===== config.mk =====
export PLATFORM = sky130hd
export DESIGN_NAME = intr_enable_ctl
export DESIGN_NICKNAME = d
export VERILOG_FILES = /design/src/rtl/ief_pkg.sv /design/src/rtl/ief_rules.sv /design/src/rtl/ief_flags.sv /design/src/rtl/ief_gate.sv /design/src/rtl/intr_enable_ctl.sv
export SDC_FILE = /design/constraint.sdc
export NUM_CORES = 1
export LEC_CHECK = 0
export BUFFER_PORTS_ARGS = -buffer_cell sky130_fd_sc_hd__buf_2
export CORE_AREA = 2 2 39 41
export DETAILED_ROUTE_END_ITERATION = 7
export DIE_AREA = 0 0 41 43
export GPL_TIMING_DRIVEN = 0
export SLEW_MARGIN = 20
export SYNTH_ARGS = -nofsm -noshare
export SYNTH_HDL_FRONTEND = slang
export SYNTH_SLANG_ARGS = --single-unit

===== constraint.sdc =====
create_clock -name clk -period 3.5 [get_ports clk]
set_input_delay 0.175 -clock clk [delete_from_list [all_inputs] [get_ports clk]]
set_output_delay 0.175 -clock clk [all_outputs]
set_load 0.05 [all_outputs]

===== src/rtl/ief_pkg.sv =====
package ief_pkg;
   typedef enum logic [1:0] {
      ACT_SET_IF  = 2'd0,
      ACT_SET_VIF = 2'd1,
      ACT_GP      = 2'd2,
      ACT_UD      = 2'd3
   } ief_act_e;
endpackage


===== src/rtl/ief_rules.sv =====
module ief_rules
   import ief_pkg::*;
#(
   parameter int PRIV_W = 2
) (
   input  logic              pe,
   input  logic              v86,
   input  logic              vme,
   input  logic              pvi,
   input  logic              lock,
   input  logic              vip,
   input  logic [PRIV_W-1:0] cpl,
   input  logic [PRIV_W-1:0] iopl,
   output ief_act_e          act
);
   localparam logic [PRIV_W-1:0] LEAST_PRIV = '1;

   if (PRIV_W < 1) begin : g_bad_priv
      $error("PRIV_W must be at least 1");
   end

   logic [PRIV_W-1:0] eff_cpl;
   logic              ext_on;

   always_comb begin
      eff_cpl = (v86 || pvi) ? LEAST_PRIV : cpl;
      ext_on  = v86 ? vme : pvi;
      if (lock)                 act = ACT_UD;
      else if (!pe)             act = ACT_SET_IF;
      else if (iopl >= eff_cpl) act = ACT_SET_IF;
      else if (ext_on && !vip)  act = ACT_SET_VIF;
      else                      act = ACT_GP;
   end
endmodule


===== src/rtl/ief_flags.sv =====
module ief_flags
   import ief_pkg::*;
(
   input  logic     clk,
   input  logic     rst_n,
   input  logic     retire,
   input  logic     op_set,
   input  logic     op_clr,
   input  ief_act_e act,
   input  logic     event_dlv,
   output logic     if_q,
   output logic     vif_q,
   output logic     shd_q,
   output logic     if_nx,
   output logic     shd_nx
);
   logic vif_nx;

   always_comb begin
      if_nx  = if_q;
      vif_nx = vif_q;
      shd_nx = shd_q;
      if (event_dlv) shd_nx = 1'b0;
      if (retire) begin
         shd_nx = 1'b0;
         if (op_set) begin
            case (act)
               ACT_SET_IF: begin
                  if_nx  = 1'b1;
                  shd_nx = !if_q;
               end
               ACT_SET_VIF: vif_nx = 1'b1;
               default: ;
            endcase
         end else if (op_clr) begin
            if_nx = 1'b0;
         end
      end
   end

   always_ff @(posedge clk) begin
      if (!rst_n) begin
         if_q  <= 1'b0;
         vif_q <= 1'b0;
         shd_q <= 1'b0;
      end else begin
         if_q  <= if_nx;
         vif_q <= vif_nx;
         shd_q <= shd_nx;
      end
   end

   AST_ONE_FLAG: assert property (@(posedge clk) disable iff (!rst_n)
      $countones({if_q != $past(if_q), vif_q != $past(vif_q)}) <= 1);
   AST_SHADOW_WITH_ENABLE: assert property (@(posedge clk) disable iff (!rst_n)
      $rose(shd_q) |-> $rose(if_q));
   AST_VIF_KEEPS_IF: assert property (@(posedge clk) disable iff (!rst_n)
      $rose(vif_q) |-> $stable(if_q));
endmodule


===== src/rtl/ief_gate.sv =====
module ief_gate #(
   parameter int NUM_IRQ    = 4,
   parameter bit NMI_SHADOW = 1'b1
) (
   input  logic               clk,
   input  logic               rst_n,
   input  logic               retire,
   input  logic               fault,
   input  logic               if_nx,
   input  logic               shd_nx,
   input  logic [NUM_IRQ-1:0] irq_req,
   input  logic               nmi_req,
   output logic               int_accept,
   output logic               nmi_accept
);
   if (NUM_IRQ < 1) begin : g_bad_irq
      $error("NUM_IRQ must be at least 1");
   end

   logic boundary;
   logic nmi_block;

   assign boundary = retire && !fault;

   if (NMI_SHADOW) begin : g_nmi_shadowed
      assign nmi_block = shd_nx;
   end else begin : g_nmi_free
      assign nmi_block = 1'b0;
   end

   assign int_accept = boundary && (|irq_req) && if_nx && !shd_nx;
   assign nmi_accept = boundary && nmi_req && !nmi_block;

   AST_ACCEPT_ON_RETIRE: assert property (@(posedge clk) disable iff (!rst_n)
      (int_accept || nmi_accept) |-> retire);
   AST_NMI_SEEN: assert property (@(posedge clk) disable iff (!rst_n)
      nmi_accept |-> nmi_req);
endmodule


===== src/rtl/intr_enable_ctl.sv =====
module intr_enable_ctl
   import ief_pkg::*;
#(
   parameter int                OPC_W      = 8,
   parameter logic [OPC_W-1:0]  SET_CODE   = 8'hFB,
   parameter logic [OPC_W-1:0]  CLR_CODE   = 8'hFA,
   parameter int                PRIV_W     = 2,
   parameter int                NUM_IRQ    = 4,
   parameter bit                NMI_SHADOW = 1'b1
) (
   input  logic               clk,
   input  logic               rst_n,
   input  logic               retire_vld,
   input  logic [OPC_W-1:0]   retire_opc,
   input  logic               retire_lock,
   input  logic               mode_pe,
   input  logic               mode_v86,
   input  logic               mode_vme,
   input  logic               mode_pvi,
   input  logic [PRIV_W-1:0]  cpl,
   input  logic [PRIV_W-1:0]  iopl,
   input  logic               vip,
   input  logic               event_dlv,
   input  logic [NUM_IRQ-1:0] irq_req,
   input  logic               nmi_req,
   output logic               if_flag,
   output logic               vif_flag,
   output logic               shadow_active,
   output logic               gp_fault,
   output logic               ud_fault,
   output logic               int_accept,
   output logic               nmi_accept
);
   if (SET_CODE == CLR_CODE) begin : g_bad_codes
      $error("SET_CODE and CLR_CODE must differ");
   end

   ief_act_e act;
   logic     op_set, op_clr, fault, if_nx, shd_nx;

   assign op_set   = retire_vld && (retire_opc == SET_CODE);
   assign op_clr   = retire_vld && (retire_opc == CLR_CODE);
   assign gp_fault = op_set && (act == ACT_GP);
   assign ud_fault = op_set && (act == ACT_UD);
   assign fault    = gp_fault || ud_fault;

   ief_rules #(.PRIV_W(PRIV_W)) u_rules (
      .pe(mode_pe), .v86(mode_v86), .vme(mode_vme), .pvi(mode_pvi),
      .lock(retire_lock), .vip(vip), .cpl(cpl), .iopl(iopl), .act(act)
   );

   ief_flags u_flags (
      .clk(clk), .rst_n(rst_n), .retire(retire_vld), .op_set(op_set),
      .op_clr(op_clr), .act(act), .event_dlv(event_dlv),
      .if_q(if_flag), .vif_q(vif_flag), .shd_q(shadow_active),
      .if_nx(if_nx), .shd_nx(shd_nx)
   );

   ief_gate #(.NUM_IRQ(NUM_IRQ), .NMI_SHADOW(NMI_SHADOW)) u_gate (
      .clk(clk), .rst_n(rst_n), .retire(retire_vld), .fault(fault),
      .if_nx(if_nx), .shd_nx(shd_nx), .irq_req(irq_req), .nmi_req(nmi_req),
      .int_accept(int_accept), .nmi_accept(nmi_accept)
   );

   AST_ACCEPT_LEAVES_OPEN: assert property (@(posedge clk) disable iff (!rst_n)
      int_accept |=> (if_flag && !shadow_active));
   AST_FAULT_KEEPS_FLAGS: assert property (@(posedge clk) disable iff (!rst_n)
      (gp_fault || ud_fault) |=> ($stable(if_flag) && $stable(vif_flag)));
   AST_UD_NEEDS_LOCK: assert property (@(posedge clk) disable iff (!rst_n)
      ud_fault |-> retire_lock);
   AST_FAULT_ONEHOT: assert property (@(posedge clk) disable iff (!rst_n)
      $onehot0({gp_fault, ud_fault, int_accept}));
   AST_NMI_OUTSIDE_SHADOW: assert property (@(posedge clk) disable iff (!rst_n)
      (nmi_accept && NMI_SHADOW) |=> !shadow_active);
endmodule


==> metrics.txt, run 1 <==
WHS Path Cells=3; antenna violations before repair=0; Met3 Wirelength=roughly 120 um; Critical Path Fanout Max=3; setup violators final=0; compound-gate portion of the synthesized area=0.191; die height=around 43 um; layout cell share with drive strength beyond 1=0.587; cells after synthesis=38; Rel. slew slack=0.790; Leak=between 0.2 and 0.3 nW; Post-Synth Simple-Gate Area=0.485; GPL Wtd Cong=about 0.65; CTS tree=yes; Worst R2R Start=u_flags.if_q$_SDFF_PN0_; FMAX=0.449 GHz; overall power=approximately 0.00013 W; most frequent cells in the layout=buf_2, nor2_1, nand2_1, clkbuf_4, dfxtp_1; DR WL/cell=8.86 um; worst-case reg-to-reg path depth=2; Post-synth EDFFs=0; Final Critical Period=about 2.2 ns; Die X-Extent=41 um; grt ovf=0; post-synthesis xor/xnor area fraction=0; post-synth cell types=26; I/O Pins=34; post-CTS setup buffers=0; peak supply drop=around 180 uV; r2r endpoint=u_flags.shd_q$_SDFF_PN0_; post-route cell area=between 500 and 600 um^2; CP Data Arrival Time=slightly above 2 ns; CTS max path bufs=2; clk sink count=3; top layer reached by signal wires=met3; commonest non-fill, non-tap cell in the layout=buf_2; Seq/Total Area, Yosys=0.183; CTS Root Cell=clkbuf_4; number of global-route vias before repair=341; min-delay src=rst_n; largest family of logic cells by synthesized area=simple AND/OR/NAND/NOR gates; fin crit share=0.636; DPL Wire Length=between 700 and 800 um; Setup crit start kind=input pin; area grow syn2layout=64.5%; Hold-fix buffers, CTS=0; global-route wire length before repair=around 1.1 mm; worst-margin pin slew=roughly 0.31 ns; Setup WS pre-CTS=~1.3 ns; Ys Warns=0; ANT cells=0; core area=1380 um^2; H-tree levels=1; CTS buffer count=3; final hold violations=0; Clk Latency, worst-skew pair=0.23 ns; fin. max-slew vios=0; fraction of registers with async set/reset=0; # DRC=0; clock skew=approximately 0.000035 ns; Post-Route WL=around 800 um; TNS Setup=0 ns; largest net degree at the start of global routing=5; CTS clock-pin slew for the worst setup and hold paths=around 0.04 ns; most used flip-flop cell after synthesis=dfxtp_1; Power Density=approximately 250 nW/um^2; router iterations before antenna repair=4; crit path capture type=primary output; Post-Synth Adder-Cell Area=0.0763; Required @ worst endpoint=between 3 and 4 ns; # resized after CTS=0; Worst Hold End=u_flags.vif_q$_SDFFE_PN0P_; initial core utilization=0.237; Mapped Area=328 um^2; Vias=just over 400; placed cell areas=513 um^2; WL met2=roughly 380 um; fin nets=between 100 and 150; Syn Area/Cell=~8.6 um^2; status=completed; I/O Buffers=33; RSZ-0062 raised after global routing=no; mux contribution to synthesized area=0.0305; total of max-cap violations=0; synthesized net count=67; DRT antenna net count=0; min-delay worst type=input pin to flop; Final Worst Setup Slack=1.27 ns; worst setup path class=input pin to primary output; Met1 Routed Length=around 300 um; die footprint=roughly 1800 um^2; vias per std cell=4.47; Row Count=14; flops & latches, synth=3; FF-to-FF setup slack=2.77 ns; GRT Util Overall=0.0983; DR iter-0 viols=2
==> metrics by stage <==
step	hold WS [ns]	utilization	std cells
6_report	0.188	0.390	91
5_1_grt	0.182	0.390	91
4_1_cts	0.193	0.390	91
3_5_place_dp	0.437	0.371	87
3_3_place_gp	0.431	0.371	87
2_1_floorplan	0.288	-	38
==> critical path, cell delays in order <==
cell and delay, ns:
buf_2 0.11, or3_1 0.37, ha_1 0.28, nand2b_4 0.14
a211oi_2 0.26, a221oi_2 0.11, nor4_1 0.29, buf_2 0.31
==> kinds of logic (layout without fill, tap and decap cells) <==
group | count (synthesis) | count (layout)
AO/OA/AOI/OAI | 7 | 7
adder cells (fa/ha/maj) | 2 | 2
buffers and inverters | 3 | 40
flip-flops | 3 | 3
multiplexers | 1 | 1
AND/OR/NAND/NOR | 22 | 22
==> routing by layer <==
metal	global-route usage	vias up
met5	0	-
met4	0.0400	0
met3	0.0785	0
met2	0.150	24
met1	0.0929	167
li1	-	216
==> synth_stat cells (2+ instances only) <==
cell,n,area [um^2]
nor3b_1,2,15.0
nand2_1,3,11.3
nor3_1,2,10.0
ha_1,2,25.0
nor2_1,5,18.8
inv_1,2,7.51
dfxtp_1,3,60.1
==> how the worst max path moves through the flow <==
stage	startpoint	to	slack (ns)	cells past startpoint
after floorplan	mode_pvi	int_accept	0.45	6
after global placement	mode_pvi	int_accept	1.30	8
after detailed placement	mode_pvi	int_accept	1.29	8
after CTS	mode_pvi	int_accept	1.27	8
after global routing	mode_pvi	int_accept	1.19	8
final	mode_pvi	int_accept	1.27	8
==> where the power goes <==
part	leakage (nW)	switching, W	internal [W]
Sequential	0.0242	0.0000000337	0.0000344
Clock	0.0150	0.0000191	0.0000428
Combinational	0.254	0.0000170	0.0000193
==> flip-flops by register name, indices dropped and copies added, names as in the netlist <==
register / count
u_flags.shd_q: 1
u_flags.vif_q: 1
u_flags.if_q: 1
==> layout make-up <==
cell class,instances,area (um^2)
timing repair buffer,33,165
tap,16,20.0
fill,161,845
sequential,3,60.1
inverter,3,11.3
multi-input combinational,32,256
clock buffer,4,26.3
Note: power is estimated with default switching activity, not from simulation.
==> inputs of run 2 (changes only) <==
--- a/config.mk
+++ b/config.mk
@@ -5,11 +5,13 @@
 export SDC_FILE = /design/constraint.sdc
 export NUM_CORES = 1
 export LEC_CHECK = 0
+export ABC_AREA = 1
 export BUFFER_PORTS_ARGS = -buffer_cell sky130_fd_sc_hd__buf_2
 export CORE_AREA = 2 2 39 41
 export DETAILED_ROUTE_END_ITERATION = 7
 export DIE_AREA = 0 0 41 43
 export GPL_TIMING_DRIVEN = 0
+export PLACE_DENSITY = 0.67
 export SLEW_MARGIN = 20
 export SYNTH_ARGS = -nofsm -noshare
 export SYNTH_HDL_FRONTEND = slang
==> constraint.sdc (replaced) <==
create_clock -name clk -period 2 [get_ports clk]
set_input_delay 0.1 -clock clk [delete_from_list [all_inputs] [get_ports clk]]
set_output_delay 0.1 -clock clk [all_outputs]
set_load 0.05 [all_outputs]
==> metrics.txt, run 2 <==
fin. max-slew vios=0; number of global-route vias before repair=between 400 and 500; CTS Root Cell=clkbuf_4; DR WL/cell=around 8 um; H-tree levels=1; DPL Wire Length=roughly 790 um; clk sink count=3; Synth area leader=dfxtp_1; fin crit share=0.944; initial core utilization=0.280; layout cell share with drive strength beyond 1=0.588; crit path capture type=primary output; Die X-Extent=a little over 40 um; DR iter-0 viols=1; Clk Latency, worst-skew pair=roughly 0.23 ns; fin nets=around 130; CTS clock-pin slew for the worst setup and hold paths=roughly 0.04 ns; CTS tree=yes; Leak=around 0.37 nW; overall power=between 0.0002 and 0.00025 W; die footprint=1760 um^2; Final Critical Period=around 1.9 ns; antenna violations before repair=0; most frequent cells in the layout=buf_2, inv_1, nand2_1; largest net degree at the start of global routing=5; Required @ worst endpoint=1.90 ns; global-route wire length before repair=between 1 and 1.5 mm; I/O Buffers=33; most used flip-flop cell after synthesis=dfxtp_1; flops & latches, synth=3; Post-synth top cells=inv_1, nand2_1, nor2_1, nand2_2; synth top area cells=dfxtp_1, inv_1, nand2_1; cells after synthesis=63; Vias=493; worst-margin pin slew=~0.26 ns; fill count=between 150 and 200; Syn Area/Cell=6.16 um^2; Critical Path Fanout Max=3; die height=43 um; synthesized net count=92; total of max-cap violations=0; GPL Wtd Cong=0.685; Rel. slew slack=0.830; commonest non-fill, non-tap cell in the layout=buf_2; most common cell in the netlist=inv_1; I/O Pins=34; worst setup path class=input pin to primary output; clock skew=about 0.00032 ns; grt ovf=0; Power Density=about 370 nW/um^2; Synth top area share=0.155; area grow syn2layout=70.0%; CTS buffer count=3; GRT Util Overall=0.120; Ys Warns=0; ANT cells=0; router iterations before antenna repair=4; Row Count=14; final core occ=0.476; FMAX=between 0.5 and 0.6 GHz; status=completed; Seq/Total Area, Yosys=0.155; CP Data Arrival Time=roughly 1.8 ns; vias per std cell=roughly 4.2; fraction of registers with async set/reset=0; minimum hold slack=just over 0.09 ns; Mapped Area=388 um^2; CTS max path bufs=2; final hold violations=0; core area=roughly 1400 um^2; post-synth cell types=20; peak supply drop=183 uV; Post-Route WL=about 920 um; top flop regs=u_flags.if_q (1), u_flags.shd_q (1), u_flags.vif_q (1); setup violators final=0; Setup crit start kind=input pin; # DRC=0; DRT antenna net count=0; Post-synth EDFFs=0; min-delay worst type=input pin to flop
## run 2: changes by cell type after synthesis, moves of 3 or more
cell     before  now
nor2_4        0    3
nor2_1        5    8
inv_1         2   13
nand2_2       0    4
nand2_1       3   10
## run 2: cells by family after synthesis
logic type / synth area share
and+or+nand+nor: 0.597
buffers and inverters: 0.145
AOI/OAI and AO/OA: 0.0387
DFF: 0.155
adders and majority gates: 0.0645
## run 2: repair_timing
| action | 4_1_cts | 5_1_grt |
|---|---|---|
| pin swaps | 0 | 4 |
| setup buffers | 0 | 2 |
| setup endpoints to repair | 1 | 2 |
| gates cloned | 0 | 0 |
| resized for setup | 1 | 10 |
| hold buffers | 0 | 0 |
## run 2: layout make-up
| type | count | area, um^2 | share of cell area |
|---|---|---|---|
| Inverter | 15 | 56.3 | 0.0854 |
| Multi-Input combinational cell | 45 | 308 | 0.467 |
| Clock buffer | 4 | 26.3 | 0.0398 |
| Timing Repair Buffer | 35 | 189 | 0.287 |
| Tap cell | 16 | 20.0 | 0.0304 |
| Sequential cell | 3 | 60.1 | 0.0911 |
## run 2: where the power goes
group	internal, W	switching (W)	leakage, nW
Combinational	0.0000375	0.0000394	0.329
Clock	0.0000747	0.0000296	0.0150
Sequential	0.0000602	0.0000000151	0.0241
## run 2: worst max-delay path: stages
cell and delay (ns):
buf_2 0.10, or2_4 0.24, or2_4 0.24, ha_4 0.26, inv_2 0.02, nand2_1 0.05
nand2_2 0.06, nand2_2 0.08, nand4_1 0.10, a21oi_2 0.17, nand2_1 0.08, nor2_2 0.12
buf_6 0.16
## run 2: final timing paths
| path | startpoint | to | slack, ns | depth (start not counted) |
|---|---|---|---|---|
| max | mode_pvi | int_accept | 0.11 | 13 |
| min | rst_n | u_flags.if_q$_SDFF_PN0_ | 0.09 | 2 |
| max reg2reg | u_flags.if_q$_SDFF_PN0_ | u_flags.if_q$_SDFF_PN0_ | 1.19 | 4 |
| min reg2reg | u_flags.vif_q$_SDFFE_PN0P_ | u_flags.vif_q$_SDFFE_PN0P_ | 0.45 | 2 |
## run 2: metal layers
| layer | up-vias | part of all wire | GRT usage |
|---|---|---|---|
| li1 | 269 | - | - |
| met1 | 205 | 0.36 | 0.121 |
| met2 | 17 | 0.56 | 0.194 |
| met3 | 2 | 0.073 | 0.0157 |
| met4 | 0 | 0.013 | 0.113 |
| met5 | - | 0 | 0 |
## run 2: stage by stage
step | setup WS [ns] | instances | TNS, ns | instance area (um^2)
final | 0.113 | 118 | 0 | 659
after global routing | -0.0394 | 118 | -0.0394 | 659
after CTS | 0.00689 | 116 | 0 | 612
after detailed placement | -0.0476 | 112 | -0.0476 | 583
after global placement | -0.0348 | 112 | -0.0348 | 583
after floorplan | 0.0861 | 63 | 0 | 398
